`config.mk`:
```
export PLATFORM = sky130hd
export DESIGN_NAME = idp_ctrl
export DESIGN_NICKNAME = d
export VERILOG_FILES = /design/src/rtl/idp_pkg.sv /design/src/rtl/idp_cmd_fsm.sv /design/src/rtl/idp_stage.sv /design/src/rtl/idp_page_ram.sv /design/src/rtl/idp_ctrl.sv
export SDC_FILE = /design/constraint.sdc
export NUM_CORES = 1
export LEC_CHECK = 0
export BUFFER_PORTS_ARGS = -buffer_cell sky130_fd_sc_hd__clkbuf_2
export CAP_MARGIN = 5
export CORE_UTILIZATION = 45
export CTS_CLUSTER_DIAMETER = 200
export DETAILED_ROUTE_END_ITERATION = 10
export PLACE_DENSITY = 0.63
export SLEW_MARGIN = 20
export SYNTH_ARGS = -nofsm -noshare
export SYNTH_HDL_FRONTEND = slang
export SYNTH_SLANG_ARGS = --single-unit
```
`constraint.sdc`:
```
create_clock -name clk -period 4.33 [get_ports clk]
set_input_delay 0.433 -clock clk [delete_from_list [all_inputs] [get_ports clk]]
set_output_delay 0.433 -clock clk [all_outputs]
set_load 0.005 [all_outputs]
```
`src/rtl/idp_pkg.sv`:
```
package idp_pkg;
  typedef enum logic [2:0] {
    ST_IDLE,   // not engaged
    ST_ADDR,   // select matched, waiting for address bytes
    ST_PAGE,   // page write data phase
    ST_LOCK,   // lock command, waiting for its byte
    ST_HOLD    // lock byte seen, further bytes refused
  } idp_state_t;
endpackage

```
`src/rtl/idp_cmd_fsm.sv`:
```
module idp_cmd_fsm
  import idp_pkg::*;
#(
  parameter logic [3:0] DEV_TYPE = 4'b1011,
  parameter int SEL_BIT  = 10,
  parameter int LOCK_BIT = 1,
  parameter int PW       = 5
) (
  input  logic          clk,
  input  logic          rst,
  input  logic          sel_vld,
  input  logic [3:0]    sel_type,
  input  logic          sel_rd,
  input  logic          addr_vld,
  input  logic [7:0]    addr_hi,
  input  logic [7:0]    addr_lo,
  input  logic          data_vld,
  input  logic [7:0]    data_byte,
  input  logic          stop_det,
  input  logic          stop_slot,
  input  logic          wc,
  input  logic          busy,
  input  logic          locked,
  output logic          ack_vld,
  output logic          ack,
  output logic          stage_clr,
  output logic          stage_we,
  output logic [PW-1:0] stage_idx,
  output logic          commit_page,
  output logic          commit_lock,
  output logic          lock_arm
);
  localparam int HI_IDX = SEL_BIT - 8;

  idp_state_t    st;
  logic [PW-1:0] ptr;
  logic          staged;
  logic          accept;
  logic          qual_stop;
  logic          unused_addr;

  assign unused_addr = ^{addr_hi, addr_lo[7:PW]};

  assign accept    = data_vld && !wc && !locked && !busy &&
                     (st == ST_PAGE || st == ST_LOCK);
  assign qual_stop = stop_det && stop_slot && !busy && staged && !sel_vld;

  assign stage_clr   = (st == ST_ADDR) && addr_vld && !sel_vld && !stop_det;
  assign stage_we    = accept && (st == ST_PAGE);
  assign stage_idx   = ptr;
  assign commit_page = qual_stop && (st == ST_PAGE);
  assign commit_lock = qual_stop && (st == ST_HOLD);

  always_ff @(posedge clk) begin
    if (rst) begin
      st       <= ST_IDLE;
      ptr      <= '0;
      staged   <= 1'b0;
      lock_arm <= 1'b0;
      ack_vld  <= 1'b0;
      ack      <= 1'b0;
    end else begin
      ack_vld <= data_vld && (busy || st != ST_IDLE);
      ack     <= accept;
      if (sel_vld && !busy) begin
        st <= (sel_type == DEV_TYPE && !sel_rd) ? ST_ADDR : ST_IDLE;
      end else if (stop_det) begin
        st <= ST_IDLE;
      end else begin
        unique case (st)
          ST_ADDR: if (addr_vld) begin
            st       <= addr_hi[HI_IDX] ? ST_LOCK : ST_PAGE;
            ptr      <= addr_lo[PW-1:0];
            staged   <= 1'b0;
            lock_arm <= 1'b0;
          end
          ST_PAGE: if (accept) begin
            ptr    <= ptr + 1'b1;
            staged <= 1'b1;
          end
          ST_LOCK: if (data_vld) begin
            st <= ST_HOLD;
            if (accept) begin
              staged   <= 1'b1;
              lock_arm <= data_byte[LOCK_BIT];
            end
          end
          default: ;
        endcase
      end
    end
  end
endmodule

```
`src/rtl/idp_stage.sv`:
```
module idp_stage #(
  parameter int PAGE_BYTES = 32,
  parameter int PW         = $clog2(PAGE_BYTES)
) (
  input  logic          clk,
  input  logic          rst,
  input  logic          clr,
  input  logic          we,
  input  logic [PW-1:0] widx,
  input  logic [7:0]    wbyte,
  input  logic [PW-1:0] ridx,
  output logic [7:0]    rbyte,
  output logic          rvalid
);
  logic [7:0]            slot_q [PAGE_BYTES];
  logic [PAGE_BYTES-1:0] mask_q;

  always_ff @(posedge clk) begin
    if (we) slot_q[widx] <= wbyte;
  end

  always_ff @(posedge clk) begin
    if (rst || clr) mask_q <= '0;
    else if (we)    mask_q[widx] <= 1'b1;
  end

  assign rbyte  = slot_q[ridx];
  assign rvalid = mask_q[ridx];
endmodule

```
`src/rtl/idp_page_ram.sv`:
```
module idp_page_ram #(
  parameter int DEPTH = 32,
  parameter int AW    = $clog2(DEPTH)
) (
  input  logic          clk,
  input  logic          we,
  input  logic [AW-1:0] waddr,
  input  logic [7:0]    wdata,
  input  logic [AW-1:0] raddr,
  output logic [7:0]    rdata
);
  logic [7:0] mem [DEPTH];

  always_ff @(posedge clk) begin
    if (we) mem[waddr] <= wdata;
    rdata <= mem[raddr];
  end
endmodule

```
`src/rtl/idp_ctrl.sv`:
```
module idp_ctrl
  import idp_pkg::*;
#(
  parameter int PAGE_BYTES = 32,
  parameter int TW_CYCLES  = 40,
  parameter int SEL_BIT    = 10,
  parameter int LOCK_BIT   = 1,
  parameter logic [3:0] DEV_TYPE = 4'b1011,
  localparam int PW = $clog2(PAGE_BYTES),
  localparam int CW = $clog2(TW_CYCLES + 1)
) (
  input  logic          clk,
  input  logic          rst,
  input  logic          sel_vld,
  input  logic [3:0]    sel_type,
  input  logic          sel_rd,
  input  logic          addr_vld,
  input  logic [7:0]    addr_hi,
  input  logic [7:0]    addr_lo,
  input  logic          data_vld,
  input  logic [7:0]    data_byte,
  input  logic          stop_det,
  input  logic          stop_slot,
  input  logic          wc,
  input  logic [PW-1:0] rd_addr,
  output logic          ack_vld,
  output logic          ack,
  output logic          busy,
  output logic          locked,
  output logic [7:0]    rd_data
);
  logic          stage_clr, stage_we, commit_page, commit_lock, lock_arm;
  logic [PW-1:0] stage_idx;
  logic [7:0]    stage_rbyte;
  logic          stage_rvalid;
  logic [CW-1:0] cnt;
  logic          is_lock, do_lock;
  logic          ram_we;

  idp_cmd_fsm #(
    .DEV_TYPE(DEV_TYPE), .SEL_BIT(SEL_BIT), .LOCK_BIT(LOCK_BIT), .PW(PW)
  ) u_fsm (
    .clk(clk), .rst(rst),
    .sel_vld(sel_vld), .sel_type(sel_type), .sel_rd(sel_rd),
    .addr_vld(addr_vld), .addr_hi(addr_hi), .addr_lo(addr_lo),
    .data_vld(data_vld), .data_byte(data_byte),
    .stop_det(stop_det), .stop_slot(stop_slot), .wc(wc),
    .busy(busy), .locked(locked),
    .ack_vld(ack_vld), .ack(ack),
    .stage_clr(stage_clr), .stage_we(stage_we), .stage_idx(stage_idx),
    .commit_page(commit_page), .commit_lock(commit_lock), .lock_arm(lock_arm)
  );

  idp_stage #(.PAGE_BYTES(PAGE_BYTES), .PW(PW)) u_stage (
    .clk(clk), .rst(rst), .clr(stage_clr),
    .we(stage_we), .widx(stage_idx), .wbyte(data_byte),
    .ridx(cnt[PW-1:0]), .rbyte(stage_rbyte), .rvalid(stage_rvalid)
  );

  // Write cycle: walks the staged slots once, then finishes after TW_CYCLES.
  always_ff @(posedge clk) begin
    if (rst) begin
      busy    <= 1'b0;
      cnt     <= '0;
      is_lock <= 1'b0;
      do_lock <= 1'b0;
      locked  <= 1'b0;
    end else if (!busy) begin
      if (commit_page || commit_lock) begin
        busy    <= 1'b1;
        cnt     <= '0;
        is_lock <= commit_lock;
        do_lock <= commit_lock && lock_arm;
      end
    end else if (cnt == CW'(TW_CYCLES - 1)) begin
      busy <= 1'b0;
      if (do_lock) locked <= 1'b1;
    end else begin
      cnt <= cnt + 1'b1;
    end
  end

  assign ram_we = busy && !is_lock && (cnt < CW'(PAGE_BYTES)) && stage_rvalid;

  idp_page_ram #(.DEPTH(PAGE_BYTES), .AW(PW)) u_ram (
    .clk(clk), .we(ram_we), .waddr(cnt[PW-1:0]), .wdata(stage_rbyte),
    .raddr(rd_addr), .rdata(rd_data)
  );
endmodule

```
# Yosys cells after proc, flatten, opt, wreduce, memory -nomap -nowiden
# Memories as Yosys holds them, arrays and structs flattened. A register that Yosys moved wholly into a read port is not among the register bits.
# Cells that the tools add are included.
# W data, S select, Z words.
[totals]
ff_bits = 54
mem_bits_rw = 512
input_bits = 42
mem_count = 2
[classes]
add_sub_neg = 2
magnitude_cmp = 4
eq_ne = 13
n_mux = 33
n_bitwise = 4
n_reduce_logical = 46
[memory_table]
columns = ["memory", "depth", "width", "read_ports", "rd_clocked_by_memory_dff", "wr", "line_no", "source"]
rows = [
  ["u_ram.mem", 32, 8, 1, 1, 1, "idp_page_ram.sv:12", "logic [7:0] mem [DEPTH];"],
  ["u_stage.slot_q", 32, 8, 1, 1, 1, "idp_stage.sv:15", "logic [7:0] slot_q [PAGE_BYTES];"],
]
[ops]
columns = ["operator", "count"]
rows = [
  ["$or A32 B32 Y32", 1],
  ["$logic_and A1 B1 Y1", 22],
  ["$mux W5", 4],
  ["$mux W6", 3],
  ["$mux W1", 16],
  ["$lt A5 B6 Y1 const B", 2],
  ["$mux W3", 4],
  ["$pmux W5 S2", 1],
  ["$reduce_and A5 Y1", 2],
  ["$ne A4 B4 Y1 const B", 2],
  ["$logic_not A1 Y1", 7],
  ["$add A6 B1 Y6 const B", 1],
  ["$eq A3 B2 Y1 const B", 2],
  ["$eq A6 B6 Y1 const B", 1],
  ["$lt A6 B6 Y1 const B", 1],
  ["$ne A2 B2 Y1 const B", 3],
  ["$pmux W3 S2", 1],
  ["$reduce_and A3 Y1", 2],
  ["$reduce_and A6 Y1", 1],
  ["$reduce_bool A2 Y1", 3],
  ["$reduce_bool A3 Y1", 2],
  ["$add A5 B1 Y5 const B", 1],
  ["$bmux W1 S5", 1],
  ["$demux W1 S5", 1],
  ["other kinds (11)", 18],
]

# Depth between registers and ports, before layout
[logic_depth]
depth_word = 10
depth_mapped = 7
depth_no_buf = 5

# Hierarchy
# Synthesis repeated with hierarchy kept, for this count alone.
[hier_totals]
cells_unflattened = 1049
hier_area_um2 = 22328.9
[by_module_without_submodules]
columns = ["mod", "n_inst", "cells_per_inst", "area_per_inst_um2", "seq_area_each_um2"]
rows = [
  ["idp_stage", 1, 489, 11034.3, 8328.0],
  ["idp_page_ram", 1, 417, 10053.4, 7847.5],
  ["idp_cmd_fsm", 1, 92, 764.5, 240.2],
  ["idp_ctrl", 1, 51, 476.7, 200.2],
]

# Worst setup path before layout
# No wires, ideal clock.
[synth_timing]
kind = "register -> register"
startpoint = "register (tool-made name)"
endpoint = "memory u_ram.mem[0][5] (data pin)"
setup_time_ns = 0.398
arrival_time_ns = 2.280
t_required_ns = 3.932
path_slack_ns = 1.652
stages_incl_launch_ff = 8
path_buffers = 2
path_cell_list = "dfxtp_1 -> buf_2 -> buf_4 -> mux2i_1 -> a22oi_1 -> mux2i_1 -> o2111a_1 -> a31oi_1"
[synth_lines]
columns = ["item", "line_no"]
rows = [
  ["end: declaration", "idp_page_ram.sv:12"],
]

# Worst setup path in the final report
[layout_timing]
startpoint = "register cnt[1]"
endpoint = "memory u_ram.mem[7][5] (enable)"
[layout_between]
elab_chain_len = 5
elab_cells_between_ends = 7
[layout_rtl]
columns = ["item", "line_no", "source"]
rows = [
  ["start: declaration", "idp_ctrl.sv:36", "logic [CW-1:0] cnt;"],
  ["start signal: assignment", "idp_ctrl.sv:79", "cnt <= cnt + 1'b1;"],
  ["$bmux W1 S5 / $lt A6 B6 Y1 (equally long branches)", "idp_stage.sv:28, idp_ctrl.sv:83", ""],
  ["$mux W1 (not written as such) / $logic_and A1 B1 Y1 (equally long branches)", "idp_stage.sv:28, idp_ctrl.sv:83", ""],
  ["$logic_and A1 B1 Y1", "idp_ctrl.sv:83", "assign ram_we = busy && !is_lock && (cnt < CW'(PAGE_BYTES)) && stage_rvalid;"],
  ["$mux W1", "idp_page_ram.sv:15", "if (we) mem[waddr] <= wdata;"],
  ["$mux W1 (not written as such)", "idp_page_ram.sv:15", ""],
]
# Several ways; a longest one is shown, not always the timed one. The select of a mux whose other input is x is not followed.

==> summary.txt <==
crit start category -> flip-flop
Gate Count Post-Synth -> 1266
Die ar. -> 0.0522 sq mm
Crit. End Element -> flip-flop
post-synth net total -> 1316
YS warnings -> 0
Synth Area in Compound Gates -> 0.0530
postcts setup bufs -> 0
Avg Inst Size Synth -> 18.2 sq um
worst-path maximum fanout -> 13
Area growth syn-to-layout -> 12.6%
internal power -> 0.00889 W
Peak VDD IR -> 0.000341 V
initial core utilization -> 0.458
Worst slew margin -> 0.302
fraction of synthesized area in multiplexers -> 0.137
CTS tree -> done
register area share after synthesis -> 0.724
Sink Count -> 579
GR Overflow Total -> 0
Logic pwr share -> 0.023
Antenna diodes -> 0
area leader, netlist -> edfxtp_1
setup ws final -> 1140 ps
wirelength, routed -> 49800 um
maxcap violations -> 0
GP Congestion -> 0.791
IO buf count -> 43
Final Hold Viols -> 0
initial antenna violation count -> 0
period utilisation layout -> 0.736
htree depth -> 2
hold_buf cts -> 0
crit path DAT -> 3530 ps
ys flop type -> edfxtp_1
GRT Util Overall -> 0.193
Min Hold Slack -> 68.6 ps
largest net degree at the start of global routing -> 40
standard-cell rows -> 82
CTS buffer count -> 58
top post-synthesis cells by area -> edfxtp_1 (67%), mux4_2 (11%), dfxtp_1 (5.8%)
vias per inst -> 5.72
Worst Hold Class -> input port to flip-flop
IO Pins -> 54
overall die height -> 229 um
status -> completed
vias in the first global route -> 12000
Chip Width -> 229 um
area of the core -> 0.0504 sq mm
DP Area -> 0.0242 sq mm
final slew viol count -> 0
Worst Max-Slew Pin Slew -> 1040 ps
Setup Total Neg Slack -> 0 ps
fin area -> 0.0260 sq mm
Post-synth EDFFs -> 512
clock latency at the later pin of the worst-skew pair -> 620 ps
sequential fraction of design power -> 0.545
Post-CTS Resized -> 0
Post-Place Setup Slack -> 1180 ps
most common cell in the synthesized netlist -> edfxtp_1
WP data required -> 4670 ps
vias -> 11700
Post-Synth XOR/XNOR Area -> 0.000759
clock share of power -> 0.432
Worst-path clk slew -> 60 ps
Power Dens Cells -> 426 mW/mm^2
Post-synth top cells -> edfxtp_1 (512), mux4_2 (112), nand2_1 (73)
final-report setup violation count -> 0
static leakage -> 7.95 nW
post-layout min period -> 3190 ps
first-pass GRT wire length -> 74800 um
Fmax achieved -> 314 MHz
share of cells above drive strength 1 -> 0.247
DRC viols -> 0
largest family of logic cells by synthesized area -> multiplexers
net switching power -> 0.00220 W
Fillers -> 4009
RSZ-0062 raised after global routing -> false
Post-Syn Area -> 0.0231 sq mm
Synth cell types -> 63
post-DP HPWL -> 31800 um
Post-Synth Adder-Cell Area -> 0.00433
CTS Buffer Depth -> 3
clk_skew -> 34.0 ps
remaining antenna violation count -> 0
CTS Root Cell -> clkbuf_16
flops & latches, synth -> 579
ys async rst share -> 0
Final #Nets -> 1387
kind of critical path -> flip-flop to flip-flop
Wirelength per Cell -> 24.3 um
switch share -> 0.199
Post-Synth Simple-Gate Area -> 0.0600
DRT Pass-1 Iters -> 5
Synth top area share -> 0.666
Initial DRC Count -> 1022
-- routing by layer --
layer,wire length [um],vias up,share of wire,GRT usage
met5,0,-,0,0
met4,1430,0,0.029,0.0688
met3,2840,90,0.057,0.0414
met2,24400,293,0.49,0.315
met1,21100,6059,0.42,0.256
li1,-,5264,-,-
-- power by group through the flow --
stage	sequential, W	combinational (W)	clock [W]
floorplan	0.00616	0.000145	0
global route	0.00604	0.000277	0.00509
detailed placement	0.00616	0.000260	0
CTS	0.00604	0.000261	0.00489
finish	0.00604	0.000256	0.00479
global placement	0.00616	0.000256	0
-- critical path, cell delays in order, from the launching register on --
cell and delay, ps:
dfxtp_1 690, buf_4 330, mux2i_1 270, o22ai_1 110, or3_4 380, nor3_4 520, buf_4 320, nor3_2 60
buf_4 200
-- final cells by class --
class,instances,area [sq um],area share
flip-flops and latches,579,16700,0.643
clock inverters,21,229,0.00880
well taps,672,841,0.0323
multi-input cells,599,6000,0.231
clock buffers,77,1590,0.0613
repair buffers,89,588,0.0226
inverters,10,37.5,0.00144
-- registers in the layout (all words and copies together), names as in the netlist, named ones only --
| register | count |
|---|---|
| u_ram.mem | 256 |
| busy | 1 |
| u_stage.mask_q | 32 |
| u_stage.slot_q | 256 |
| cnt | 6 |
| u_fsm.stage_idx | 5 |
| do_lock | 1 |
| u_fsm.staged | 1 |
| u_ram.rdata | 8 |
| u_fsm.ack_vld | 1 |
| u_fsm.st | 3 |
| is_lock | 1 |
| u_fsm.lock_arm | 1 |
| locked | 1 |
| u_fsm.ack | 1 |
-- kinds of logic (layout without fill, tap and decap cells) --
family | count (synthesis) | after routing
compound gates | 169 | 169
xor+xnor | 2 | 2
fa+ha+maj | 8 | 8
buf+inv | 88 | 197
flops | 579 | 579
mux | 177 | 177
simple gates | 243 | 243
-- cell usage in the layout (no fill, tap or decap), types with 4 or more instances in the layout --
| master | netlist | routed |
|---|---|---|
| edfxtp_1 | 512 | 512 |
| mux4_2 | 112 | 112 |
| nand2_1 | 73 | 73 |
| mux2i_1 | 65 | 65 |
| dfxtp_1 | 67 | 65 |
| nor2_1 | 63 | 62 |
| clkbuf_16 | 0 | 59 |
| buf_4 | 10 | 45 |
| clkbuf_2 | 0 | 41 |
| a22oi_1 | 36 | 36 |
| o21a_1 | 32 | 32 |
| a31oi_1 | 37 | 28 |
| nor3_2 | 25 | 25 |
| nand3_1 | 19 | 19 |
| o2111a_1 | 16 | 16 |
| a21oi_1 | 14 | 14 |
| o21ai_0 | 13 | 13 |
| clkbuf_1 | 24 | 13 |
| inv_1 | 9 | 9 |
| nor2b_1 | 9 | 9 |
| a31oi_2 | 0 | 8 |
| ha_1 | 8 | 8 |
| clkinv_1 | 0 | 7 |
| or3_1 | 6 | 6 |
| o22ai_1 | 6 | 6 |
| nor3_1 | 6 | 6 |
| nor4b_2 | 5 | 5 |
| clkinv_2 | 0 | 5 |
| clkbuf_8 | 0 | 5 |
| nand2_2 | 4 | 4 |
| nand2b_1 | 4 | 4 |
| a311oi_1 | 4 | 4 |
-- stage by stage --
step                      utilization  std cells  power, W
after CTS                       0.516       2047    0.0112
after detailed placement        0.480       1949   0.00642
final                           0.516       2047    0.0111
after global routing            0.516       2047    0.0114
after global placement          0.480       1949   0.00641
after floorplan                     -       1266   0.00631
-- worst paths after layout --
check	start	to	slack, ps	depth (start not counted)
worst max-delay path	cnt[1]	u_ram.mem[7][5]	1140	8
worst min-delay path	addr_lo[1]	u_fsm.stage_idx[1]	70	3
worst max register to register	cnt[1]	u_ram.mem[7][5]	1140	8
worst min register to register	u_stage.mask_q[17]	u_stage.mask_q[17]	460	1
No activity file was read; power rests on OpenSTA's default activity.
